$ cat src/rtl/lane_wr_pkg.sv
// Package: shared constants for the byte-lane write strobe controller.
// Assumes every lane carries a fixed count of data bits plus one parity bit.
package lane_wr_pkg;
    localparam int MAX_LANES  = 4;   // width of the lane-select port
    localparam int LANE_DBITS = 8;   // data bits per lane
    localparam int LANE_PBITS = 1;   // parity bits per lane
    localparam int LANE_WIDTH = LANE_DBITS + LANE_PBITS;

    // Cycle kind decided from the write controls
    typedef enum logic [1:0] {
        CYC_READ   = 2'd0,
        CYC_GLOBAL = 2'd1,
        CYC_LANES  = 2'd2
    } cyc_kind_t;
endpackage

$ cat src/rtl/lane_wr_decode.sv
// Module: lane_wr_decode
// Combinational decode of the active-low write controls into per-lane
// strobes and a write flag. The global write overrides the lane path.
// The gate passes or blocks the lane selects.
// Assumes: the inputs are stable around the sampling clock edge (registered downstream).
module lane_wr_decode
    import lane_wr_pkg::*;
#(
    parameter int LANES = 4
) (
    input  logic             gwr_n,
    input  logic             bgate_n,
    input  logic [LANES-1:0] sel_n,
    output logic [LANES-1:0] we,
    output logic             wr
);
    cyc_kind_t kind;

    // Classify the cycle by the two-level priority
    always_comb begin
        if (!gwr_n)        kind = CYC_GLOBAL;
        else if (!bgate_n) kind = CYC_LANES;
        else               kind = CYC_READ;
    end

    // Per-lane strobe selection
    for (genvar i = 0; i < LANES; i++) begin : g_lane
        always_comb begin
            unique case (kind)
                CYC_GLOBAL: we[i] = 1'b1;
                CYC_LANES:  we[i] = ~sel_n[i];
                default:    we[i] = 1'b0;
            endcase
        end
    end

    // Write flag derived from the controls, independent of the lane loop
    always_comb begin
        wr = (kind == CYC_GLOBAL) || ((kind == CYC_LANES) && !(&sel_n));
    end
endmodule

$ cat src/rtl/lane_wr_stage.sv
// Module: lane_wr_stage
// Register stage that aligns the decoded strobes and the write flag with
// input data registered on the same clock edge.
// Assumes a synchronous active-low reset.
module lane_wr_stage #(
    parameter int LANES = 4
) (
    input  logic             clk,
    input  logic             rst_n,
    input  logic [LANES-1:0] we_d,
    input  logic             wr_d,
    output logic [LANES-1:0] we_q,
    output logic             wr_q
);
    // Capture the decoded strobes; reset clears them
    always_ff @(posedge clk) begin
        if (!rst_n) begin
            we_q <= '0;
            wr_q <= 1'b0;
        end else begin
            we_q <= we_d;
            wr_q <= wr_d;
        end
    end
endmodule

$ cat src/rtl/lane_bit_map.sv
// Module: lane_bit_map
// Expands the per-lane strobes into per-bit enables: lane i drives data bits
// DBITS*i .. DBITS*i+DBITS-1 and parity bit i.
// Assumes one parity bit per lane.
module lane_bit_map #(
    parameter int LANES = 4,
    parameter int DBITS = 8
) (
    input  logic [LANES-1:0]       lane_we,
    output logic [DBITS*LANES-1:0] data_we,
    output logic [LANES-1:0]       par_we
);
    // Fan each lane strobe out to its data and parity bits
    for (genvar i = 0; i < LANES; i++) begin : g_map
        assign data_we[DBITS*i +: DBITS] = {DBITS{lane_we[i]}};
        assign par_we[i]                 = lane_we[i];
    end
endmodule

$ cat src/rtl/byte_lane_wr_ctrl.sv
// Module: byte_lane_wr_ctrl (top)
// Registered byte-lane write strobe controller for a word of 9-bit lanes.
// Assumes LANES is 2 or 4. The lane-select port is always MAX_LANES wide and
// its upper bits are unused when LANES is smaller.
module byte_lane_wr_ctrl
    import lane_wr_pkg::*;
#(
    parameter int LANES = 4
) (
    input  logic                        clk,
    input  logic                        rst_n,
    input  logic                        gwr_n,
    input  logic                        bgate_n,
    input  logic [MAX_LANES-1:0]        lane_sel_n,
    output logic [LANES-1:0]            lane_we,
    output logic                        is_write,
    output logic [LANE_DBITS*LANES-1:0] data_bit_we,
    output logic [LANES-1:0]            par_bit_we
);
    localparam int USED = LANES;

    logic [USED-1:0] sel_used_n;
    logic [USED-1:0] we_dec;
    logic            wr_dec;

    // Keep only the selects of lanes that exist
    assign sel_used_n = lane_sel_n[USED-1:0];

    if (USED < MAX_LANES) begin : g_spare
        logic unused_sel;
        assign unused_sel = ^lane_sel_n[MAX_LANES-1:USED];
    end

    lane_wr_decode #(.LANES(USED)) u_dec (
        .gwr_n   (gwr_n),
        .bgate_n (bgate_n),
        .sel_n   (sel_used_n),
        .we      (we_dec),
        .wr      (wr_dec)
    );

    lane_wr_stage #(.LANES(USED)) u_stage (
        .clk   (clk),
        .rst_n (rst_n),
        .we_d  (we_dec),
        .wr_d  (wr_dec),
        .we_q  (lane_we),
        .wr_q  (is_write)
    );

    lane_bit_map #(.LANES(USED), .DBITS(LANE_DBITS)) u_map (
        .lane_we (lane_we),
        .data_we (data_bit_we),
        .par_we  (par_bit_we)
    );

    AST_GLOBAL_ALL: assert property (@(posedge clk) disable iff (!rst_n)
        !gwr_n |=> (lane_we == {USED{1'b1}}));
    AST_GATE_BLOCKS: assert property (@(posedge clk) disable iff (!rst_n)
        (gwr_n && bgate_n) |=> (!is_write && lane_we == '0));
    AST_LANE_FOLLOW: assert property (@(posedge clk) disable iff (!rst_n)
        (gwr_n && !bgate_n) |=> (lane_we == ~$past(lane_sel_n[USED-1:0])));
    AST_FLAG_MATCH: assert property (@(posedge clk) disable iff (!rst_n)
        is_write == (lane_we != '0));
    AST_PARITY_LANE: assert property (@(posedge clk) disable iff (!rst_n)
        par_bit_we == lane_we);
endmodule

$ cat config.mk
export PLATFORM = sky130hd
export DESIGN_NAME = byte_lane_wr_ctrl
export DESIGN_NICKNAME = d
export VERILOG_FILES = /design/src/rtl/lane_wr_pkg.sv /design/src/rtl/lane_wr_decode.sv /design/src/rtl/lane_wr_stage.sv /design/src/rtl/lane_bit_map.sv /design/src/rtl/byte_lane_wr_ctrl.sv
export SDC_FILE = /design/constraint.sdc
export NUM_CORES = 1
export LEC_CHECK = 0
export ABC_AREA = 1
export BUFFER_PORTS_ARGS = -buffer_cell sky130_fd_sc_hd__buf_2
export CAP_MARGIN = 20
export CORE_AREA = 3 3 41 43
export CTS_BUF_LIST = sky130_fd_sc_hd__clkbuf_2 sky130_fd_sc_hd__clkbuf_4 sky130_fd_sc_hd__clkbuf_8
export CTS_CLUSTER_DIAMETER = 40
export CTS_CLUSTER_SIZE = 14
export DETAILED_ROUTE_END_ITERATION = 16
export DIE_AREA = 0 0 44 46
export PLACE_DENSITY_LB_ADDON = 0.08
export SYNTH_ARGS = -nofsm -noshare
export SYNTH_HDL_FRONTEND = slang
export SYNTH_SLANG_ARGS = --single-unit
export TNS_END_PERCENT = 100
$ cat constraint.sdc
create_clock -name clk -period 0.85 [get_ports clk]
set_clock_uncertainty 0.15 [all_clocks]
set_input_delay 0 -clock clk [delete_from_list [all_inputs] [get_ports clk]]
set_output_delay 0 -clock clk [all_outputs]
set_load 0.05 [all_outputs]
# Yosys cells after proc, flatten, opt, wreduce, memory -nomap -nowiden
# Cells that the tools add are included.
[word_totals] ff_bits=5 in_bits=8 output_inout_bits=41
[classes] eq_ne=2 mux=6 bitwise_logic=4 reduce_logical=4
[ops] op="1-bit case mux with 2 select lines" count=4
[ops] op="2-bit two-way mux" count=2
[ops] op="1-bit NOT" count=4
[ops] op="4-bit AND reduction" count=1
[ops] op="2-bit by 1-bit == test with 1-bit output (second input constant)" count=1
[ops] op="2-bit == test (second input constant)" count=1
[ops] op="1-bit logical AND" count=1
[ops] op="1-bit logical NOT" count=1
[ops] op="1-bit logical OR" count=1

# Longest topological paths before layout
[logic_depth] depth_word=5 depth_mapped=3

# By module
# A second synthesis with hierarchy kept.
[unflattened] hier_cells=60 area_unflattened_um2=447.9
[by_module_without_submodules] module="lane_bit_map" instances=1 cells_each=36 area_per_inst_um2=270.3 seq_area_each_um2=0.0
[by_module_without_submodules] module="lane_wr_stage" instances=1 cells_each=15 area_per_inst_um2=137.6 seq_area_each_um2=100.1
[by_module_without_submodules] module="lane_wr_decode" instances=1 cells_each=9 area_per_inst_um2=40.0 seq_area_each_um2=0.0

# Least setup slack after synthesis
# OpenSTA, ideal clock, no wires.
[synth_timing] kind="reg-to-output" start="register u_stage.we_q[1]" end="output data_bit_we[10]" arrival_ps=1051 required_time_ps=700 path_slack_ps=-351 stages_incl_launch_ff=2 path_buffers=1 cell_sequence="dfxtp_1 -> buf_4"
[synth_lines] element="start, declared" line_no="lane_wr_stage.sv:12" source="output logic [LANES-1:0] we_q,"
[synth_lines] element="start signal, assigned" line_no="lane_wr_stage.sv:21" source="we_q <= we_d;"
[synth_lines] element="end, declared" line_no="byte_lane_wr_ctrl.sv:17" source="output logic [LANE_DBITS*LANES-1:0] data_bit_we,"
# No word-level cell between the ends.

# Worst setup path after layout
[layout_timing] start="register u_stage.we_q[1]" end="output data_bit_we[14]"
# No word-level cell between the ends.

==> out/summary.txt <==
CP Capture Type - output pin
Reg clk slew, reported paths - 50 ps
WL/cell - 8.98 um
Clock network power share - 23.5%
Initial drt markers - 20
Core Area - 1330 sq um
Failing checks - hold timing, setup timing
Hold Path Class - in2reg
Crit start category - register
Yosys top cell area share - 60.8%
Most common cell after layout, fill and taps aside - buf_4
Crit. Startpoint - u_stage.we_q[1]
Final-stage net count - 86
Worst Hold Slack - -119 ps
Fin worst setup slack - -140 ps
Post-synthesis cell area - 444 sq um
Internal Dissipation - 0.655 mW
Synth area leaders - buf_4 61%, dfxtp_1 23%, nor2_1 10%, inv_1 2.5%, nand2_1 1.7%
Global-route wire length before repair - 1170 um
CP delay by family, top - flip-flops
Final cycle utilization of the critical path - 116%
Initial antenna violation count - 0
Worst Tran Pin Value - 153 ps
CTS tree - built
Peak Freq - 1010 MHz
Final Max Tran Viols - 0
Port bufs - 48
# Max-Cap Violations - 0
Final WL - 826 um
Leakage power - 0.352 nW
GRT Resource Usage Total - 8.06%
# setup viols final - 44
Via/cell ratio - 3.68
Die area - 2020 sq um
Cells after synthesis - 60
Die height - 46 um
Cell Rows - 13
Number of nets with antenna violations after routing - 0
Crit path buf inv count - 1
Ports - 49
Sequential share of the synthesized area - 22.5%
Critical-path top delay cell - dfxtp_4
GRT Max-Usage Layer - met2
RSZ-0062 raised after global routing - true
H-tree depth - 1
Post-Syn Area per Cell - 7.40 sq um
Critical-path cell list - buf_4
CP arrival - 840 ps
Maximum number of pins on one net before global-route repair - 11
Most frequent cells in the layout - 37 x buf_4, 12 x nor2_1, 7 x buf_2
Min Tclk post-route - 990 ps
CP Max Fanout - 10
Outcome - complete, but fails checks
Die width - 44 um
Layout cell share with drive strength beyond 1 - 75.3%
Pwr per Cell Area - 2140 nW/um^2
Sinks on Clock Net - 5
Seq pwr share - 21.5%
P_sw - 0.658 mW
Starting Density - 33.3%
Grt met2 use - 12.2%
Max stage delay on crit path - 390 ps
DR vias - 339
Switch share - 50.1%
Fill cell count - 139
Yosys cell types - 7
Yosys warnings - 0
Final setup TNS - -5490 ps
Worst Path Required - 700 ps
Flops & latches, synth - 5
# DRC - 0
GR Util met1 - 9.07%
Max VDD drop - 887 uV
GR Overflow Total - 0
CTS buffer count - 3
Placer Congestion - 0.617
Vias in the first global route - 269
Worst setup path category - reg2out
Post-CTS setup buffers - 0
Hold_sp - lane_sel_n[0]
Fin util - 46.1%
Drt pass-1 iters - 3
Met3 Track Usage GR - 2.37%
Antenna diodes - 0
Mapped Nets - 68
Max Root-Sink Buffers - 2
Final hold vios - 5
Area leader, netlist - buf_4
Area growth from synthesis to layout - 38.3%
DP Wirelength - 625 um
Part of the power in combinational logic - 55.0%
Headroom to the max-slew limit - 89.8%
CTS Root Cell - clkbuf_4
-- synth_stat cells --
cell type	n
a21oi_1	1
buf_4	36
dfxtp_1	5
inv_1	3
nand2_1	2
nor2_1	12
o21ai_1	1
-- logic make-up (layout without fill, tap and decap cells) --
| family | Yosys count | in the layout | synth area share, % |
|---|---|---|---|
| compound gates | 2 | 2 | 2.25 |
| flops | 5 | 5 | 22.5 |
| buf+inv | 39 | 56 | 63.4 |
| simple gates | 14 | 14 | 11.8 |
-- stage by stage --
| stage | total power, mW | cell area (sq um) | std cells | worst slack, ps | hold WS (ps) |
|---|---|---|---|---|---|
| finish | 1.31 | 614 | 92 | -140 | -119 |
| global route | 1.37 | 614 | 92 | -175 | -107 |
| CTS | 1.34 | 639 | 96 | -150 | -111 |
| detailed placement | 0.910 | 448 | 87 | 73.9 | 56.8 |
| global placement | 0.910 | 448 | 87 | 82.6 | 59.0 |
| floorplan | 0.924 | 459 | 60 | 9.14 | -54.1 |
-- routing by layer --
layer  wire length (um)  up-vias
met5                  0        -
met4                  4        0
met3                120        2
met2                374       26
met1                327      133
li1                   -      178
-- worst paths after layout --
check | slack, ps | depth (start not counted) | endpoint
min | -120 | 4 | u_stage.we_q[0]
max | -140 | 1 | data_bit_we[14]
-- power by group through the flow --
| stage | registers, mW | clock network (mW) | logic [mW] |
|---|---|---|---|
| after global placement | 0.273 | 0 | 0.636 |
| after floorplan | 0.335 | 0 | 0.589 |
| after detailed placement | 0.276 | 0 | 0.634 |
| after global routing | 0.288 | 0.333 | 0.744 |
| final | 0.282 | 0.309 | 0.722 |
| after CTS | 0.280 | 0.330 | 0.729 |
-- area by class of cell --
cell class / count / area, sq um / share of cell area, %
clock buffer: 4 / 30.0 / 4.89
multi-input combinational: 16 / 62.6 / 10.2
tap: 15 / 18.8 / 3.05
sequential: 5 / 116 / 18.9
timing repair buffer: 49 / 375 / 61.1
inverter: 3 / 11.3 / 1.83
-- registers in the layout (all words and copies together), names as in the netlist --
| register | flops |
|---|---|
| u_stage.we_q | 4 |
| u_stage.wr_q | 1 |
-- repair_timing --
action	CTS	global route
resized for setup	44	5
hold buffers	5	1
cloned	0	0
endpoints found under the setup margin	41	46
endpoints found under the hold margin	5	5
Power figures use the tool's default switching activity.
